File: config.mk
export PLATFORM = sky130hd
export DESIGN_NAME = imbalance_latch
export DESIGN_NICKNAME = d
export VERILOG_FILES = /design/src/rtl/imb_pkg.sv /design/src/rtl/imb_ctrl.sv /design/src/rtl/imb_datapath.sv /design/src/rtl/imbalance_latch.sv
export SDC_FILE = /design/constraint.sdc
export NUM_CORES = 1
export LEC_CHECK = 0
export BUFFER_PORTS_ARGS = -buffer_cell sky130_fd_sc_hd__buf_2
export CAP_MARGIN = 20
export CORE_AREA = 2 2 39 41
export DETAILED_ROUTE_END_ITERATION = 8
export DIE_AREA = 0 0 41 43
export PLACE_DENSITY = 0.33
export SYNTH_ARGS = -nofsm -noshare
export SYNTH_HDL_FRONTEND = slang
export SYNTH_SLANG_ARGS = --single-unit
File: constraint.sdc
create_clock -name clk -period 2 [get_ports clk]
set_input_delay 0.2 -clock clk [delete_from_list [all_inputs] [get_ports clk]]
set_output_delay 0.2 -clock clk [all_outputs]
set_load 0.005 [all_outputs]
File: src/rtl/imb_pkg.sv
`timescale 1ns/1ps
package imb_pkg;
  localparam int VERDICT_W = 2;
  localparam logic [VERDICT_W-1:0] VERDICT_NONE = 2'b00;
  localparam logic [VERDICT_W-1:0] VERDICT_ZERO = 2'b10;
  localparam logic [VERDICT_W-1:0] VERDICT_ONE  = 2'b01;

  // Difference is zeros minus ones while undecided.
  typedef enum logic [2:0] {
    ST_LEVEL     = 3'd0,
    ST_LEAN_ZERO = 3'd1,
    ST_LEAN_ONE  = 3'd2,
    ST_WON_ZERO  = 3'd3,
    ST_WON_ONE   = 3'd4
  } imbState_t;

  typedef struct packed {
    logic decideZero;
    logic decideOne;
  } ctrlStrobe_t;
endpackage

File: src/rtl/imb_ctrl.sv
`timescale 1ns/1ps
module imb_ctrl
  import imb_pkg::*;
(
  input  logic        clk,
  input  logic        rst,
  input  logic        validIn,
  input  logic        bitIn,
  output ctrlStrobe_t strobe
);
  imbState_t stateQ, stateD;

  always_comb begin
    stateD = stateQ;
    strobe = '0;
    if (validIn && !rst) begin
      unique case (stateQ)
        ST_LEVEL:     stateD = bitIn ? ST_LEAN_ONE : ST_LEAN_ZERO;
        ST_LEAN_ZERO: begin
          if (!bitIn) begin
            stateD = ST_WON_ZERO;
            strobe.decideZero = 1'b1;
          end else begin
            stateD = ST_LEVEL;
          end
        end
        ST_LEAN_ONE: begin
          if (bitIn) begin
            stateD = ST_WON_ONE;
            strobe.decideOne = 1'b1;
          end else begin
            stateD = ST_LEVEL;
          end
        end
        default: stateD = stateQ;
      endcase
    end
  end

  always_ff @(posedge clk) begin
    if (rst) stateQ <= ST_LEVEL;
    else     stateQ <= stateD;
  end
endmodule

File: src/rtl/imb_datapath.sv
`timescale 1ns/1ps
module imb_datapath
  import imb_pkg::*;
(
  input  logic                 clk,
  input  logic                 rst,
  input  ctrlStrobe_t          strobe,
  output logic [VERDICT_W-1:0] verdict
);
  logic [VERDICT_W-1:0] latchQ;

  always_ff @(posedge clk) begin
    if (rst)                   latchQ <= VERDICT_NONE;
    else if (strobe.decideZero) latchQ <= VERDICT_ZERO;
    else if (strobe.decideOne)  latchQ <= VERDICT_ONE;
  end

  always_comb begin
    if (latchQ != VERDICT_NONE)  verdict = latchQ;
    else if (strobe.decideZero)  verdict = VERDICT_ZERO;
    else if (strobe.decideOne)   verdict = VERDICT_ONE;
    else                         verdict = VERDICT_NONE;
  end
endmodule

File: src/rtl/imbalance_latch.sv
`timescale 1ns/1ps
module imbalance_latch
  import imb_pkg::*;
(
  input  logic       clk,
  input  logic       rst,
  input  logic       validIn,
  input  logic       bitIn,
  output logic [1:0] verdict
);
  ctrlStrobe_t ctrlStrobe;

  imb_ctrl u_ctrl (
    .clk    (clk),
    .rst    (rst),
    .validIn(validIn),
    .bitIn  (bitIn),
    .strobe (ctrlStrobe)
  );

  imb_datapath u_dp (
    .clk    (clk),
    .rst    (rst),
    .strobe (ctrlStrobe),
    .verdict(verdict)
  );
endmodule

# --- After elaboration in Yosys (flattened, before gate mapping) ---
# Index checks and enable logic that the tools add are counted.
totals:
  reg_bits: 5
  out_inout_bits: 2
  word_cells: 27
classes:
  eq_ne: 2
  mux: 14
  reduce_logical: 8
op_table:
  columns: ["cell", "count"]
  rows:
  - ["2-bit 2-to-1 mux", 7]
  - ["3-bit case mux with 3 select lines", 1]
  - ["1-bit 2-to-1 mux", 5]
  - ["2-bit nonzero test", 2]
  - ["3-bit by 1-bit == test with 1-bit output (second input constant)", 1]
  - ["3-bit by 2-bit == test with 1-bit output (second input constant)", 1]
  - ["3-bit zero test", 1]
  - ["3-bit 2-to-1 mux", 1]
  - ["3-bit nonzero test", 1]
  - ["2-bit AND reduction", 1]
  - ["2-bit OR reduction", 1]
  - ["1-bit logical AND", 1]
  - ["1-bit zero test", 1]

# --- Depth between registers and ports, before layout ---
# Gate-level depths: netlist (run 1).
depth:
  depth_word: 6
  mapped_depth: 3
  mapped_depth_nobuf: 3

# --- Hierarchy ---
# A second synthesis (run 1) with hierarchy kept.
hier_totals:
  cells_unflattened: 29
  hier_area_um2: 249.0
by_module_without_submodules:
  columns: ["module", "instances", "cells_per_inst", "area_per_inst_um2"]
  rows:
  - ["imb_ctrl", 1, 19, 161.4]
  - ["imb_datapath", 1, 10, 87.6]

# --- Least setup slack after synthesis (run 1) ---
# OpenSTA, ideal clock, no wires.
synth_path:
  kind: "reg-to-output"
  from: "register u_ctrl.stateQ[2]"
  to: "output port verdict[0]"
  arrival_ps: 815
  required_time_ps: 1800
  path_slack_ps: 985
  path_stages_with_launch: 3
  n_path_buf: 0
  cell_sequence: "dfxtp_1 and4bb_1 a31o_2"
synth_via:
  elab_chain_cells: 6
synth_lines:
  columns: ["item", "line", "text"]
  rows:
  - ["start: declaration", "imb_ctrl.sv:11", "imbState_t stateQ, stateD;"]
  - ["start signal: assignment", "imb_ctrl.sv:42", "else stateQ <= stateD;"]
  - ["3-bit by 2-bit == test with 1-bit output", "imb_ctrl.sv:17", "unique case (stateQ)"]
  - ["1-bit 2-to-1 mux", "imb_ctrl.sv:17", null]
  - ["2-bit 2-to-1 mux (*)", "imb_ctrl.sv:16", "if (validIn && !rst) begin"]
  - ["1-bit 2-to-1 mux", "imb_datapath.sv:21", "else if (strobe.decideOne) verdict = VERDICT_ONE;"]
  - ["2-bit 2-to-1 mux (*)", "imb_datapath.sv:20", "else if (strobe.decideZero) verdict = VERDICT_ZERO;"]
  - ["2-bit 2-to-1 mux (*)", "imb_datapath.sv:19", "if (latchQ != VERDICT_NONE) verdict = latchQ;"]
  - ["end: declaration", "imbalance_latch.sv:9", "output logic [1:0] verdict"]
# Mark *: on every way between the ends. The rest lies on a longest branch, timed or not.

# --- Worst setup path after layout (run 1) ---
# Ends and elaborated chain as after synthesis.

==> results.md, run 1 <==
- Status: finished, final reports clean
- Final Max Slew Viols: 0
- Via Count: 245
- Fin crit share: 72.7%
- I/O Buffers: 5
- Area growth syn-to-layout: 27.0%
- Antenna violations before repair: 0
- Post-route cell area: 335 sq um
- Largest net degree at the start of global routing: 9
- RSZ-0062 raised after global routing: false
- Row count: 14
- Clk_lat worst skew: 240 ps
- CTS tree: built
- Simple-gate share of the synthesized area: 33.2%
- Proportion of synthesized area in mux cells: 0%
- Seq cells post-synth: 5
- Final Hold Fails: 0
- WL final: 599 microns
- Startpoint Class: register
- CP arrival: 1250 ps
- FMAX: 0.688 GHz
- Slowest CP cell: dfxtp_1
- Clock slew at reported path FFs: 50 ps
- Adder-Cell Fraction of Synth Area: 0%
- Hold WC Path Type: primary input to register
- Post-Synthesis Cells: 29
- Fin util: 24.2%
- Max Root-Sink Buffers: 2
- Vias in the first global route: 251
- Clock Sinks: 5
- Drt drc: 0
- Share of cells above drive strength 1: 26.3%
- Cell Pwr Density: 805 nW/um^2
- Diodes inserted: 0
- Crit Path Max Fanout: 5
- CP Class: register to primary output
- Sequence of cells on the critical path: and4bb_1 > a31o_2 > buf_2
- Ports: 6
- Post-DP Area: 309 sq um
- RD Place Congestion: 0.701
- CTS hold repair buffers: 0
- Final setup violation count: 0
- GRT Overall Usage: 9.65%
- Vias per cell: 4.54
- Post-DRT Antenna Nets: 0
- Max-slew headroom: 82.1%
- Starting DRT DRC Count: 5
- Final Worst Setup Slack: 546 ps
- DIE WIDTH: 41 microns
- Final min period: 1450 ps
- IR Drop Worst-Case VDD: 240 uV
- Iteration count of the initial detailed-routing pass: 2
- Internal reg-to-reg setup slack: 990 ps
- H-tree Lvls: 1
- Skew final: 8.15 ps
- Die area: 1760 sq um
- Syn Area/Cell: 9.10 sq um
- Fin nets: 43
- Worst path max stage delay: 400 ps
- Core area: 1380 sq um
- Syn nets: 33
- Largest family of logic cells by synthesized area: simple AND/OR/NAND/NOR gates
- Final HPWL DP: 467 microns
- Die Y: 43 microns
- Worst Setup End Kind: primary output
- WP data required: 1800 ps
- Synth warnings: 0
- Setup TNS: 0 ps
- Starting Density: 19.1%
- Compound-Gate Fraction of Synth Area: 27.5%
- First-pass GRT wire length: 1090 microns
- DR WL/cell: 11.1 microns
- Pre-CTS WS: 793 ps
- Post-CTS repair timing setup buffer count: 0
- Post-CTS Resized: 0
- Post-synthesis cell area: 264 sq um
- P_leak: 0.147 nW
- Post-Synth XOR/XNOR Area: 0%
- Inserted Clock Buffers: 3
- Grt total ovfl: 0
- Sequential-to-total area share from yosys stat: 37.9%
- Root buffer cell: clkbuf_4
- Max cap viols: 0
- Slew @ Worst Pin: 268 ps
- Synth cell types: 16
through the flow:
step	hold slack (ps)	std cells	power, mW
finish	210	54	0.270
global route	224	54	0.290
CTS	206	54	0.277
detailed placement	462	50	0.156
global placement	459	50	0.155
floorplan	269	29	0.141
report_power, final:
part | leakage [nW] | switching, mW | internal [mW]
clock network | 0.0150 | 0.0406 | 0.0754
logic | 0.0915 | 0.0166 | 0.0202
registers | 0.0409 | 0.00983 | 0.107
cells in the mapped netlist:
| master | count | area [sq um] |
|---|---|---|
| nor2_1 | 3 | 11.3 |
| o21bai_1 | 2 | 15.0 |
| a21oi_1 | 3 | 15.0 |
| dfxtp_1 | 5 | 100 |
| nor3_1 | 1 | 5.00 |
| a211oi_1 | 1 | 7.51 |
| a31o_2 | 1 | 8.76 |
| and4bb_1 | 2 | 25.0 |
| nor3b_1 | 1 | 7.51 |
| nand2b_1 | 3 | 18.8 |
| nor3b_2 | 1 | 12.5 |
| and2b_1 | 1 | 7.51 |
| a41oi_1 | 1 | 8.76 |
| inv_1 | 1 | 3.75 |
| o21ai_0 | 2 | 10.0 |
| a21o_1 | 1 | 7.51 |
worst max-delay path: cells and delay by family, from the launching register on:
kind / cells / cell delay, ps
flops: 1 / 400
buf+inv: 1 / 120
simple gates: 1 / 260
compound gates: 1 / 240
routing by layer:
metal  track usage, %  wire length (microns)  vias to the layer above
met5                0                      0                        -
met4             4.00                      0                        0
met3             6.28                     41                        0
met2             14.1                    309                        7
met1             10.6                    248                      111
li1                 -                      -                      127
cell families (layout without fill, tap and decap cells):
logic type,after synthesis,count (layout)
AND/OR/NAND/NOR,12,12
AO/OA/AOI/OAI,11,11
flip-flops,5,5
buffers and inverters,1,10
cells in the final DEF, fill, tap and decap left out, types with 2 or more instances in the layout:
cell type,instances
and4bb_1,2
a21oi_1,3
clkbuf_4,3
nor2_1,3
dfxtp_1,5
buf_2,5
o21ai_0,2
o21bai_1,2
nand2b_1,3
registers in the layout, summed over array words and instances (netlist names):
name and count:
u_ctrl.stateQ 3, u_dp.latchQ 2
area by class of cell:
| class | instances | area (sq um) |
|---|---|---|
| Inverter | 1 | 3.75 |
| Multi-Input combinational cell | 23 | 160 |
| Fill cell | 161 | 1050 |
| Tap cell | 16 | 20.0 |
| Timing Repair Buffer | 5 | 25.0 |
| Sequential cell | 5 | 100 |
| Clock buffer | 4 | 26.3 |
worst paths after layout:
path | startpoint | cells past startpoint | to
worst max-delay path | u_ctrl.stateQ[2]$_SDFFE_PP0P_ | 3 | verdict[0]
worst min-delay path | rst | 2 | u_dp.latchQ[0]$_SDFFE_PP0P_
worst max register to register | u_ctrl.stateQ[2]$_SDFFE_PP0P_ | 3 | u_dp.latchQ[0]$_SDFFE_PP0P_
worst min register to register | u_dp.latchQ[0]$_SDFFE_PP0P_ | 2 | u_dp.latchQ[0]$_SDFFE_PP0P_
Power figures use the tool's default switching activity.
==> run 2, diff against run 1 <==
--- a/config.mk
+++ b/config.mk
@@ -5,12 +5,13 @@
 export SDC_FILE = /design/constraint.sdc
 export NUM_CORES = 1
 export LEC_CHECK = 0
+export ABC_AREA = 1
 export BUFFER_PORTS_ARGS = -buffer_cell sky130_fd_sc_hd__buf_2
 export CAP_MARGIN = 20
 export CORE_AREA = 2 2 39 41
 export DETAILED_ROUTE_END_ITERATION = 8
 export DIE_AREA = 0 0 41 43
-export PLACE_DENSITY = 0.33
+export PLACE_DENSITY = 0.34
 export SYNTH_ARGS = -nofsm -noshare
 export SYNTH_HDL_FRONTEND = slang
 export SYNTH_SLANG_ARGS = --single-unit
==> constraint.sdc (replaced) <==
create_clock -name clk -period 1.4 [get_ports clk]
set_input_delay 0.14 -clock clk [delete_from_list [all_inputs] [get_ports clk]]
set_output_delay 0.14 -clock clk [all_outputs]
set_load 0.005 [all_outputs]
==> results.md, run 2 <==
- Status: finished, final reports clean
- Clock network power share: 45.5%
- Starting DRT DRC Count: 1
- Post-synthesis cell area: 278 sq um
- Final Hold Fails: 0
- P_leak: 0.176 nW
- H-tree Lvls: 1
- Top-count cell post-synth: nor2_1
- RSZ-0062 raised after global routing: true
- Worst Setup End Kind: primary output
- CP delay by family, top: simple AND/OR/NAND/NOR gates
- Net Sw Power: 0.104 mW
- RD Place Congestion: 0.625
- Crit Path Max Fanout: 5
- Hold wc startpoint: rst
- Sequential-to-total area share from yosys stat: 36.0%
- FMAX: 0.756 GHz
- Max cap viols: 0
- Row count: 14
- Post-DRT Antenna Nets: 0
- Asr flop ratio synth: 0%
- Starting Density: 20.1%
- Die Y: 43 microns
- First-pass GRT wire length: 1140 microns
- Largest net degree at the start of global routing: 6
- Slew @ Worst Pin: 213 ps
- Reg2Reg Launch Point: u_ctrl.stateQ[2]$_SDFFE_PP0P_
- Via Count: 308
- CTS tree: built
- Max-slew headroom: 85.8%
- Final min period: 1320 ps
- Post-CTS repair timing setup buffer count: 0
- Fin util: 26.4%
- Synth cell types: 13
- DIE WIDTH: 41 microns
- Syn Area/Cell: 6.46 sq um
- Area occupied by multi-input gates: 165 sq um
- Root buffer cell: clkbuf_4
- Final setup violation count: 0
- DR WL/cell: 9.25 microns
- Post-Synthesis Cells: 43
- Core area: 1380 sq um
- Grt total ovfl: 0
- IR Drop Worst-Case VDD: 270 uV
- Sequence of cells on the critical path: nor3_2 > nand3_2 > o21ai_2 > buf_2
- Share of cells above drive strength 1: 36.5%
- Worst Setup SP: u_ctrl.stateQ[1]$_SDFFE_PP0P_
- Vias in the first global route: 302
- Startpoint Class: register
- I/O Buffers: 5
- Fin nets: 57
- Clock Sinks: 5
- Syn nets: 47
- Slowest CP cell: dfxtp_2
- Max FFs per register: 3
- Skew final: 1.84 ps
- Antenna violations before repair: 0
- Register area: 103 sq um
- Largest Register: u_ctrl.stateQ
- Commonest non-fill, non-tap cell in the layout: nor2_1
- Ports: 6
- Fillers: 164
- Vias per cell: 4.53
- CP Class: register to primary output
- Inserted Clock Buffers: 3
- Largest registers: u_ctrl.stateQ x3, u_dp.latchQ x2
- Final Max Slew Viols: 0
- Pre-CTS WS: 261 ps
- P_int: 0.278 mW
- Diodes inserted: 0
- Most frequent cells after synthesis: 9 x nor2_1, 8 x nand2_1, 6 x inv_1
- Top cells by area, synth: dfxtp_1 36%, nor2_1 12%, nand2_1 11%
- Final Worst Setup Slack: 78.1 ps
- Commonest cells after routing, fill and taps aside: 9 x nor2_1, 8 x nand2_1, 5 x inv_1, 5 x buf_2
- Number of enable flip-flop cells after synthesis: 0
- Clk_lat worst skew: 240 ps
- Clock slew at reported path FFs: 50 ps
- Synth warnings: 0
- WP data required: 1260 ps
- Max Root-Sink Buffers: 2
- Hold WC Path Type: primary input to register
- Drt drc: 0
- Seq cells post-synth: 5
- Bufs and invs on worst path: 1
- Die area: 1760 sq um
- Main synth FF type: dfxtp_1
- Net Sw Frac: 27.2%
- Final HPWL DP: 493 microns
- Largest area contributor in the netlist: dfxtp_1
- Fin crit share: 94.4%
- Reg power frac: 41.3%
- CP arrival: 1180 ps
- Worst path max stage delay: 340 ps
- Area growth syn-to-layout: 31.5%
- Iteration count of the initial detailed-routing pass: 2
- Part of the power in combinational logic: 13.2%
- GRT Overall Usage: 9.92%
- Share of the synthesized area in the top cell type: 36.0%
- Cell Pwr Density: 1040 nW/um^2
- WL final: 629 microns
run 2: repair_timing:
item                       CTS  global route
gates resized for setup      1             5
setup endpoints to repair    1             2
hold buffers                 0             0
run 2: layout make-up:
cell class,instances,area share (%)
clock buffers,4,7.19
inverters,7,7.19
repair buffers,5,6.85
multi-input cells,31,45.2
well taps,16,5.48
flip-flops and latches,5,28.1
run 2: cells by family (layout without fill, tap and decap cells):
logic type / count (synthesis) / after routing / synth area share, %
flops: 5 / 5 / 36.0
compound gates: 5 / 5 / 10.4
buf+inv: 7 / 16 / 9.46
simple gates: 26 / 26 / 44.1
run 2: power by group through the flow:
stage / logic, mW / registers, mW / clock network, mW
2_1_floorplan: 0.0334 / 0.157 / 0
4_1_cts: 0.0481 / 0.156 / 0.177
3_3_place_gp: 0.0492 / 0.159 / 0
6_report: 0.0502 / 0.157 / 0.174
5_1_grt: 0.0584 / 0.158 / 0.187
3_5_place_dp: 0.0465 / 0.159 / 0
run 2: routing by layer:
layer / vias to the layer above / global-route usage, % / share of wire [%]
met5: - / 0 / 0
met4: 0 / 10.0 / 1.9
met3: 2 / 3.66 / 6.0
met2: 6 / 13.4 / 47
met1: 144 / 10.9 / 45
li1: 156 / - / -
run 2: through the flow:
step	TNS [ps]	instances	hold slack (ps)	cell area [sq um]	power, mW
global route	-15.6	68	108	365	0.404
global placement	0	64	348	323	0.208
finish	0	68	92.7	365	0.381
CTS	0	68	88.5	354	0.382
detailed placement	0	64	343	323	0.206
floorplan	0	43	209	278	0.191
run 2: worst paths after layout:
path	endpoint	slack (ps)	depth (start not counted)
worst max-delay path	verdict[1]	80	4
worst min register to register	u_dp.latchQ[1]$_SDFFE_PP0P_	470	2
worst min-delay path	u_ctrl.stateQ[2]$_SDFFE_PP0P_	90	2
worst max register to register	u_dp.latchQ[1]$_SDFFE_PP0P_	440	6
